File: config.mk
export PLATFORM = sky130hd
export DESIGN_NAME = dtt_tracker
export DESIGN_NICKNAME = d
export VERILOG_FILES = /design/src/rtl/dtt_pkg.sv /design/src/rtl/dtt_grant_enc.sv /design/src/rtl/dtt_slot.sv /design/src/rtl/dtt_tracker.sv
export SDC_FILE = /design/constraint.sdc
export NUM_CORES = 1
export LEC_CHECK = 0
export ABC_CLOCK_PERIOD_IN_PS = 15500
export BUFFER_PORTS_ARGS = -buffer_cell sky130_fd_sc_hd__buf_2
export CORE_MARGIN = 4
export CORE_UTILIZATION = 55
export DETAILED_ROUTE_END_ITERATION = 10
export PLACE_DENSITY = 0.77
export SLEW_MARGIN = 10
export SYNTH_ARGS = -nofsm -noshare
export SYNTH_HDL_FRONTEND = slang
export SYNTH_SLANG_ARGS = --single-unit
File: constraint.sdc
create_clock -name clk -period 15.5 [get_ports clk]
set_input_delay 2.325 -clock clk [delete_from_list [all_inputs] [get_ports clk]]
set_output_delay 2.325 -clock clk [all_outputs]
set_load 0.01 [all_outputs]
File: src/rtl/dtt_pkg.sv
package dtt_pkg;
    typedef enum logic [1:0] {
        SLOT_FREE = 2'd0,
        SLOT_WAIT = 2'd1,
        SLOT_SENT = 2'd2,
        SLOT_DONE = 2'd3
    } slot_state_e;
endpackage

File: src/rtl/dtt_grant_enc.sv
module dtt_grant_enc #(
    parameter int NUM_MASTERS = 16,
    parameter int TAG_W       = $clog2(NUM_MASTERS)
) (
    input  logic [NUM_MASTERS-1:0] gnt_n,
    output logic [TAG_W-1:0]       tag,
    output logic                   err
);
    localparam int CNT_W = $clog2(NUM_MASTERS + 1);

    logic [CNT_W-1:0] low_cnt;
    logic [TAG_W-1:0] idx;

    always_comb begin
        low_cnt = '0;
        idx     = '0;
        for (int i = NUM_MASTERS - 1; i >= 0; i--) begin
            if (!gnt_n[i]) begin
                low_cnt = low_cnt + 1'b1;
                idx     = TAG_W'(i);
            end
        end
        err = (low_cnt != CNT_W'(1));
        tag = err ? '0 : idx;
    end
endmodule

File: src/rtl/dtt_slot.sv
module dtt_slot
    import dtt_pkg::*;
#(
    parameter int ADDR_W  = 16,
    parameter int CMD_W   = 4,
    parameter int TAG_W   = 4,
    parameter int DATA_W  = 32,
    parameter int TIMEOUT = 32768
) (
    input  logic              clk,
    input  logic              rst_n,
    input  logic              alloc_i,
    input  logic              issue_i,
    input  logic              cpl_i,
    input  logic              claim_i,
    input  logic              ignore_tag,
    input  logic [ADDR_W-1:0] req_addr,
    input  logic [CMD_W-1:0]  req_cmd,
    input  logic [TAG_W-1:0]  req_tag,
    input  logic [DATA_W-1:0] cpl_data,
    output logic              busy_o,
    output logic              wait_o,
    output logic              done_o,
    output logic              hit_o,
    output logic              expire_o,
    output logic [ADDR_W-1:0] addr_o,
    output logic [CMD_W-1:0]  cmd_o,
    output logic [DATA_W-1:0] data_o
);
    localparam int TMR_W = $clog2(TIMEOUT + 1);

    typedef struct packed {
        slot_state_e       st;
        logic [ADDR_W-1:0] addr;
        logic [CMD_W-1:0]  cmd;
        logic [TAG_W-1:0]  tag;
        logic [DATA_W-1:0] data;
        logic [TMR_W-1:0]  tmr;
    } slot_t;

    slot_t s_d, s_q;

    always_comb begin
        s_d      = s_q;
        hit_o    = (s_q.st != SLOT_FREE) && (s_q.addr == req_addr) &&
                   (s_q.cmd == req_cmd) && (ignore_tag || (s_q.tag == req_tag));
        expire_o = (s_q.st == SLOT_DONE) && (s_q.tmr == TMR_W'(TIMEOUT - 1)) && !claim_i;
        unique case (s_q.st)
            SLOT_FREE: if (alloc_i) begin
                s_d.st   = SLOT_WAIT;
                s_d.addr = req_addr;
                s_d.cmd  = req_cmd;
                s_d.tag  = req_tag;
                s_d.tmr  = '0;
            end
            SLOT_WAIT: if (issue_i) s_d.st = SLOT_SENT;
            SLOT_SENT: if (cpl_i) begin
                s_d.st   = SLOT_DONE;
                s_d.data = cpl_data;
                s_d.tmr  = '0;
            end
            SLOT_DONE: begin
                if (claim_i || expire_o) s_d.st = SLOT_FREE;
                else                     s_d.tmr = s_q.tmr + 1'b1;
            end
            default: s_d.st = SLOT_FREE;
        endcase
    end

    always_ff @(posedge clk) begin
        if (!rst_n) begin
            s_q    <= '0;
            s_q.st <= SLOT_FREE;
        end else begin
            s_q <= s_d;
        end
    end

    assign busy_o = (s_q.st != SLOT_FREE);
    assign wait_o = (s_q.st == SLOT_WAIT);
    assign done_o = (s_q.st == SLOT_DONE);
    assign addr_o = s_q.addr;
    assign cmd_o  = s_q.cmd;
    assign data_o = s_q.data;
endmodule

File: src/rtl/dtt_tracker.sv
module dtt_tracker #(
    parameter int NUM_MASTERS = 16,
    parameter int DEPTH       = 4,
    parameter int ADDR_W      = 16,
    parameter int CMD_W       = 4,
    parameter int DATA_W      = 32,
    parameter int TIMEOUT     = 32768,
    localparam int TAG_W      = $clog2(NUM_MASTERS),
    localparam int IDX_W      = $clog2(DEPTH)
) (
    input  logic                   clk,
    input  logic                   rst_n,
    input  logic                   ignore_tag,
    input  logic                   req_valid,
    input  logic                   req_write,
    input  logic [ADDR_W-1:0]      req_addr,
    input  logic [CMD_W-1:0]       req_cmd,
    input  logic [NUM_MASTERS-1:0] gnt_n,
    output logic                   rsp_retry,
    output logic                   rsp_done,
    output logic                   rsp_data_valid,
    output logic [DATA_W-1:0]      rsp_data,
    output logic                   tag_err,
    output logic                   discard_flag,
    output logic                   be_req_valid,
    output logic [IDX_W-1:0]       be_req_idx,
    output logic [ADDR_W-1:0]      be_req_addr,
    output logic [CMD_W-1:0]       be_req_cmd,
    input  logic                   be_req_ready,
    input  logic                   be_cpl_valid,
    input  logic [IDX_W-1:0]       be_cpl_idx,
    input  logic [DATA_W-1:0]      be_cpl_data
);
    typedef struct packed {
        logic discard;
    } top_t;

    top_t top_d, top_q;

    logic [TAG_W-1:0] req_tag;
    logic             enc_err;

    logic [DEPTH-1:0] busy_v, wait_v, done_v, hit_v, exp_v;
    logic [DEPTH-1:0] alloc_v, issue_v, cpl_v, claim_v;
    logic [ADDR_W-1:0] slot_addr [DEPTH];
    logic [CMD_W-1:0]  slot_cmd  [DEPTH];
    logic [DATA_W-1:0] slot_data [DEPTH];

    logic             rd_req, hit_any, free_any, wait_any, claim_ok;
    logic [IDX_W-1:0] hit_idx, free_idx, wait_idx;

    dtt_grant_enc #(.NUM_MASTERS(NUM_MASTERS), .TAG_W(TAG_W)) u_enc (
        .gnt_n (gnt_n),
        .tag   (req_tag),
        .err   (enc_err)
    );

    for (genvar g = 0; g < DEPTH; g++) begin : g_slot
        dtt_slot #(
            .ADDR_W(ADDR_W), .CMD_W(CMD_W), .TAG_W(TAG_W),
            .DATA_W(DATA_W), .TIMEOUT(TIMEOUT)
        ) u_slot (
            .clk        (clk),
            .rst_n      (rst_n),
            .alloc_i    (alloc_v[g]),
            .issue_i    (issue_v[g]),
            .cpl_i      (cpl_v[g]),
            .claim_i    (claim_v[g]),
            .ignore_tag (ignore_tag),
            .req_addr   (req_addr),
            .req_cmd    (req_cmd),
            .req_tag    (req_tag),
            .cpl_data   (be_cpl_data),
            .busy_o     (busy_v[g]),
            .wait_o     (wait_v[g]),
            .done_o     (done_v[g]),
            .hit_o      (hit_v[g]),
            .expire_o   (exp_v[g]),
            .addr_o     (slot_addr[g]),
            .cmd_o      (slot_cmd[g]),
            .data_o     (slot_data[g])
        );
    end

    always_comb begin
        rd_req   = req_valid && !req_write;
        hit_any  = 1'b0;
        free_any = 1'b0;
        wait_any = 1'b0;
        hit_idx  = '0;
        free_idx = '0;
        wait_idx = '0;
        for (int i = DEPTH - 1; i >= 0; i--) begin
            if (hit_v[i])   begin hit_any  = 1'b1; hit_idx  = IDX_W'(i); end
            if (!busy_v[i]) begin free_any = 1'b1; free_idx = IDX_W'(i); end
            if (wait_v[i])  begin wait_any = 1'b1; wait_idx = IDX_W'(i); end
        end
        claim_ok = rd_req && hit_any && done_v[hit_idx];
        for (int i = 0; i < DEPTH; i++) begin
            claim_v[i] = claim_ok && (hit_idx == IDX_W'(i));
            alloc_v[i] = rd_req && !hit_any && free_any && (free_idx == IDX_W'(i));
            issue_v[i] = be_req_ready && wait_any && (wait_idx == IDX_W'(i));
            cpl_v[i]   = be_cpl_valid && (be_cpl_idx == IDX_W'(i));
        end
        top_d.discard = top_q.discard || (|exp_v);
    end

    always_ff @(posedge clk) begin
        if (!rst_n) top_q <= '0;
        else        top_q <= top_d;
    end

    assign rsp_done       = (req_valid && req_write) || claim_ok;
    assign rsp_retry      = rd_req && !claim_ok;
    assign rsp_data_valid = claim_ok;
    assign rsp_data       = claim_ok ? slot_data[hit_idx] : '0;
    assign tag_err        = req_valid && enc_err;
    assign discard_flag   = top_q.discard;
    assign be_req_valid   = wait_any;
    assign be_req_idx     = wait_idx;
    assign be_req_addr    = slot_addr[wait_idx];
    assign be_req_cmd     = slot_cmd[wait_idx];
endmodule

==> summary.txt, run 1 <==
Overall Global Routing Usage: 24.93%
TritonRoute pass-1 iters: 7
Residual DRC: 0
Worst Hold Class: reg2reg
initial antenna violation count: 4
Max Slew Vio Count: 0
Critical Path Max Stage Delay: 530 ps
antenna-violating nets left: 0
Max VDD drop: 0.0001006 V
fin crit period: 15320 ps
switching power: 799.2 uW
commonest non-fill, non-tap cell in the layout: nand2_1
initial DRC count: 1549
Die Height: 181.0 microns
clk buf depth: 3
final wirelength: 45100 microns
clock power share: 31.0%
Ys Warns: 0
P_int: 1.558 mW
share of layout cells above drive strength 1: 16.67%
area delta synth->final: 16.00%
Synthesized Nets: 2159
Row Count: 63
Worst Setup End Kind: primary output
Max Clock Skew: 12.50 ps
#FFs+latches synth: 297
Fmax: 65.28 MHz
fin crit share: 98.83%
Avg Inst Size Synth: 8.065 sq um
RSZ-0062 raised after global routing: yes
routed len/inst: 17.71 microns
Logic pwr share: 34.8%
DP Wirelength: 28720 microns
Hold Fails Final Rpt: 0
fin util: 64.56%
largest net degree at the start of global routing: 134
switching part of the total: 33.90%
via count: 15180
Die W: 181.0 microns
clock tree root buffer cell: clkbuf_16
type of the worst setup path: in2out
total grt overflow: 0
Clock transition at path regs: 60 ps
number of global-route vias before repair: 14090
Hold Startpoint: g_slot[3].u_slot.data_o[15]
PwrDens: 123.5 nW/um^2
GP Congestion: 0.9221
ys flop type: dfxtp_1
measured slew at the worst slew-check pin: 1161 ps
Clock Latency Late Sink: 560 ps
FFs w/ async S/R, synth: 0%
Worst path slowest cell: or4b_1
I/O pin count: 137
r2r startpoint: g_slot[1].u_slot.cmd_o[0]
number of synthesized flops with an enable pin: 0
Initial Util: 55.66%
Synth cell types: 89
Die ar.: 32740 sq um
Post-Syn Instances: 2040
DP Area: 17360 sq um
outcome: completed
Top Family by Delay on Critical Path: adder cells
Worst setup SP type: input port
CTS Buf Count: 31
Final setup viols: 0
required time of the critical path: 13180 ps
crit path max fanout: 8
nets@finish: 2249
H-tree depth: 1
port bufs: 136
TritonCTS clock tree: done
clock sink count: 297
sequential area share after synthesis: 36.14%
critical path's most frequent cell: ha_1
first-pass GRT wire length: 70310 microns
CP Launch Point: gnt_n[14]
Cell Area, Synth: 16450 sq um
Slew HR: 22.61%
Core Box Area: 29560 sq um
static leakage: 7.253 nW
Max Cap Violations: 0
Critical Path AT: 12990 ps
Place WS: -350.1 ps
Final WS setup: 180.8 ps
post-route cell area: 19080 sq um
hold_ws: 453.2 ps
most frequent cells in the layout: nand2_1 (355), dfxtp_1 (297), nor2_1 (185)
vias per inst: 5.961
portion of total power attributed to sequential cells: 34.2%
buffers plus inverters on the worst setup path: 6
## final timing paths
check / slack (ps) / endpoint / depth (start not counted)
setup reg to reg: 11390 / g_slot[1].u_slot.s_q[72] / 13
hold / removal: 450 / g_slot[3].u_slot.data_o[15] / 2
hold reg to reg: 450 / g_slot[3].u_slot.data_o[15] / 2
setup / recovery: 180 / rsp_data[21] / 60
## stage by stage
stage	power, mW	TNS [ps]	std cells
6_report	2.357	0	2546
5_1_grt	2.471	-8937	2545
4_1_cts	2.233	0	2519
3_5_place_dp	1.494	-8571	2459
3_3_place_gp	1.476	0	2459
2_1_floorplan	1.326	0	2040
## cells by family (layout without fill, tap and decap cells)
kind of cell | after synthesis | after routing | share of synthesized area, %
fa+ha+maj | 42 | 42 | 3.194
other cells | 0 | 2 | 0
buf+inv | 182 | 295 | 4.388
flops | 297 | 297 | 36.14
xor+xnor | 169 | 169 | 9.864
mux | 129 | 130 | 7.871
simple gates | 814 | 814 | 22.88
compound gates | 407 | 407 | 15.67
## routing by layer
layer  routed length [microns]  GRT usage (%)  up-vias
met5                        28              0        -
met4                      1509          7.775        6
met3                      3204          3.624      100
met2                     21500          42.36      577
met1                     18860          32.94     7205
li1                          -              -     7289
## timing repair
action,4_1_cts,5_1_grt
hold buffers,0,0
buffers inserted,3,20
endpoints found under the hold margin,0,0
pin swaps,1,40
cloned,0,5
endpoints found under the setup margin,34,35
resized for setup,9,94
## worst register-to-register path: stages, from the launching register on
cell	delay, ps
dfxtp_1	380
xor2_1	310
nor4_1	110
nand4_1	150
nor4_1	100
o2111a_2	210
buf_4	150
or3_1	390
buf_4	180
nor2_1	170
buf_4	180
nand3_2	810
mux2_2	650
a211oi_1	240
## cells in the mapped netlist (5+ instances only)
cell type    n  area share, %
a211oi_1     8           0.37
a21o_1       6           0.27
a21oi_1    196            6.0
a222oi_1    31            1.9
a22oi_1     23            1.0
a31oi_1     10           0.38
and2_1      16           0.61
and3_1      27            1.0
buf_1        8           0.18
buf_2       12           0.37
clkbuf_1   114            2.6
dfxtp_1    297             36
ha_1        42            3.2
inv_1       41           0.94
mux2i_1    126            7.7
nand2_1    356            8.1
nand2b_1    15           0.57
nand3_1     47            1.4
nand3b_1     6           0.27
nand4_1     17           0.65
nor2_1     194            4.4
nor2b_1     16           0.61
nor3_1      20           0.61
nor4_1      30            1.1
nor4b_1      5           0.27
o211ai_1     8           0.37
o21a_1       5           0.23
o21ai_0     53            1.6
o21ai_1      5           0.15
o31ai_1     12           0.55
or2_2        7           0.27
or3_1       19           0.72
or4_1       15           0.68
xnor2_1     61            3.2
xor2_1      97            5.2
## area by class of cell
cell class              instances  area [sq um]
clock buffers                  44         904.6
well taps                     390         488.0
multi-input cells            1562         10240
repair buffers                195          1219
diodes                          2         5.005
inverters                      43         173.9
flip-flops and latches        297          5946
fillers                      2472         10480
clock inverters                13         103.9
## power groups by stage
stage	Combinational, mW	Clock (mW)	Sequential (mW)
after detailed placement	0.672	0	0.822
after global placement	0.656	0	0.820
final	0.820	0.731	0.805
after global routing	0.889	0.774	0.809
after CTS	0.687	0.741	0.805
after floorplan	0.509	0	0.817
## registers in the layout (all words and copies together), names as in the netlist
signal and count:
g_slot.u_slot.addr_o 64, discard_flag 1, g_slot.u_slot.cmd_o 16, g_slot.u_slot.data_o 128
g_slot.u_slot.s_q 88
No activity file was read; power rests on OpenSTA's default activity.
==> inputs of run 2 (changes only) <==
--- a/config.mk
+++ b/config.mk
@@ -7,6 +7,7 @@
 export LEC_CHECK = 0
 export ABC_CLOCK_PERIOD_IN_PS = 15500
 export BUFFER_PORTS_ARGS = -buffer_cell sky130_fd_sc_hd__buf_2
+export CORE_ASPECT_RATIO = 1.5
 export CORE_MARGIN = 4
 export CORE_UTILIZATION = 55
 export DETAILED_ROUTE_END_ITERATION = 10
==> run 2 against run 1 <==
  * Combinational power fell by 2%
  * Sequential cell count did not move
  * Die area rose by 0.17%
  * Sequential share of layout area barely moved
  * Global-route usage rose by 0.76 points
  * Final cell count barely moved
  * Worst hold slack improved by 3.1 ps
  * Setup slack improved by 130 ps
  * Critical path type unchanged
==> summary.txt, run 2 (synthesis gave the netlist of run 1 again) <==
Die ar.: 32800 sq um (+0.17%)
Max Clock Skew: 19.72 ps (+7.222 ps)
antenna-violating nets left: 0 (unchanged)
Max VDD drop: 0.0001004 V (-0.19%)
most frequent cells in the layout: nand2_1 (353), dfxtp_1 (297), nor2_1 (185)
commonest non-fill, non-tap cell in the layout: nand2_1
Die Height: 219.8 microns (+21%)
Clock transition at path regs: 60 ps (about the same)
clk buf depth: 3 (unchanged)
first-pass GRT wire length: 70570 microns (+0.37%)
post-route cell area: 19090 sq um (about the same)
WHS Endpoint: g_slot[1].u_slot.data_o[22]
number of global-route vias before repair: 14480 (+2.7%)
final wirelength: 45390 microns (+0.66%)
GP Congestion: 0.9004 (-2.4%)
hold_ws: 456.2 ps (+3.090 ps)
CTS Buf Count: 29 (-6.5%)
total power: 2.352 mW (-0.24%)
fin crit period: 15190 ps (-129.9 ps)
Critical Path Max Stage Delay: 480 ps (-50 ps)
Worst path slowest cell: or4b_1
required time of the critical path: 13180 ps (about the same)
routed len/inst: 17.82 microns (+0.62%)
Largest register FFs: 128 (unchanged)
outcome: completed
via count: 15110 (-0.47%)
crit path max fanout: 5 (-3)
Worst setup SP type: input port
Initial Util: 55.81% (+0.15 points)
DP Area: 17400 sq um (+0.24%)
share of layout cells above drive strength 1: 16.57% (-0.10 points)
switching part of the total: 33.97% (+0.072 points)
TritonRoute pass-1 iters: 6 (-1)
clock sink count: 297 (unchanged)
critical path's most frequent cell: ha_1
Overall Global Routing Usage: 25.69% (+0.76 points)
area delta synth->final: 16.04% (about the same)
hold-critical path depth: 2 (unchanged)
Final setup viols: 0 (unchanged)
I/O pin count: 137 (unchanged)
H-tree depth: 1 (unchanged)
r2r startpoint: g_slot[2].u_slot.cmd_o[2]
P_int: 1.553 mW (-0.34%)
portion of total power attributed to sequential cells: 34.2% (about the same)
Logic pwr share: 34.2% (-0.6 points)
Max Slew Vio Count: 0 (unchanged)
PwrDens: 123.2 nW/um^2 (-0.27%)
clock power share: 31.5% (+0.5 points)
clock tree root buffer cell: clkbuf_16
switching power: 799.0 uW (about the same)
vias per inst: 5.931 (-0.51%)
Die W: 149.2 microns (-18%)
largest net degree at the start of global routing: 132 (-1.5%)
Slew HR: 23.87% (+1.3 points)
R2R Setup Slk: 11260 ps (-130 ps)
R2R cell count: 14 (+1)
CTS Hold Buffers Added: 0 (unchanged)
Critical Path AT: 12860 ps (-130 ps)
DP Wirelength: 29820 microns (+3.8%)
Core Box Area: 29480 sq um (-0.27%)
r2r endpoint: g_slot[3].u_slot.s_q[3]
TritonCTS clock tree: done
type of the worst setup path: in2out
nets@finish: 2246 (-0.13%)
Worst Hold Class: reg2reg
measured slew at the worst slew-check pin: 1142 ps (-18.88 ps)
Max Cap Violations: 0 (unchanged)
port bufs: 136 (unchanged)
total grt overflow: 0 (unchanged)
static leakage: 7.242 nW (-0.14%)
Clock Latency Late Sink: 580 ps (+20 ps)
Fmax: 65.84 MHz (+0.86%)
Hold Fails Final Rpt: 0 (unchanged)
Worst Setup End Kind: primary output
Residual DRC: 0 (unchanged)
Hold Startpoint: g_slot[1].u_slot.data_o[22]
Row Count: 77 (+22%)
fin crit share: 98.00% (-0.84 points)
initial DRC count: 1264 (-18%)
initial antenna violation count: 3 (-1)
## run 2: critical path, delay by kind of cell
kind	cells	cell delay [ps]
compound gates	20	3460
xor+xnor	3	340
simple gates	17	2190
buf+inv	6	660
fa+ha+maj	14	3890
## run 2: worst max path at each step
| stage | start | to | slack (ps) | depth (start not counted) |
|---|---|---|---|---|
| CTS | gnt_n[14] | rsp_data[15] | 8 | 60 |
| floorplan | gnt_n[14] | rsp_data[15] | 260 | 61 |
| detailed placement | gnt_n[14] | rsp_data[1] | -340 | 60 |
| global route | gnt_n[13] | rsp_data[1] | -170 | 60 |
| finish | gnt_n[14] | rsp_data[1] | 310 | 60 |
| global placement | gnt_n[14] | rsp_data[15] | 120 | 60 |
## run 2: power by group through the flow
stage | Clock (mW) | Combinational, mW | Sequential [mW]
3_5_place_dp | 0 | 0.677 | 0.822
6_report | 0.742 | 0.805 | 0.805
3_3_place_gp | 0 | 0.659 | 0.820
4_1_cts | 0.752 | 0.696 | 0.805
2_1_floorplan | 0 | 0.509 | 0.817
5_1_grt | 0.788 | 0.871 | 0.807
## run 2: area by class of cell
class / count / area [sq um]
Inverter: 43 / 168.9
Sequential cell: 297 / 5946
Clock buffer: 39 / 833.3
Antenna cell: 3 / 7.507
Fill cell: 2530 / 10390
Timing Repair Buffer: 194 / 1216
Multi-Input combinational cell: 1562 / 10250
Clock inverter: 14 / 172.7
Tap cell: 395 / 494.2
## run 2: repair_timing
item,CTS,global route
pin swaps,2,32
cloned,0,5
resized for setup,12,86
setup endpoints to repair,35,35
setup buffers,4,14
## run 2: layer usage
metal | routed length [microns] | global-route usage (%)
met5 | 7 | 0
met4 | 1894 | 12.00
met3 | 2431 | 2.942
met2 | 23550 | 47.02
met1 | 17510 | 29.69
## run 2: per-stage QoR
step | utilization [%] | setup slack (ps) | TNS [ps] | cells
2_1_floorplan | - | 257.6 | 0 | 2040
3_3_place_gp | 59.03 | 116.7 | 0 | 2468
3_5_place_dp | 59.03 | -336.9 | -8493 | 2468
4_1_cts | 62.66 | 8.127 | 0 | 2525
5_1_grt | 64.75 | -171.0 | -3893 | 2546
6_report | 64.76 | 310.7 | 0 | 2547
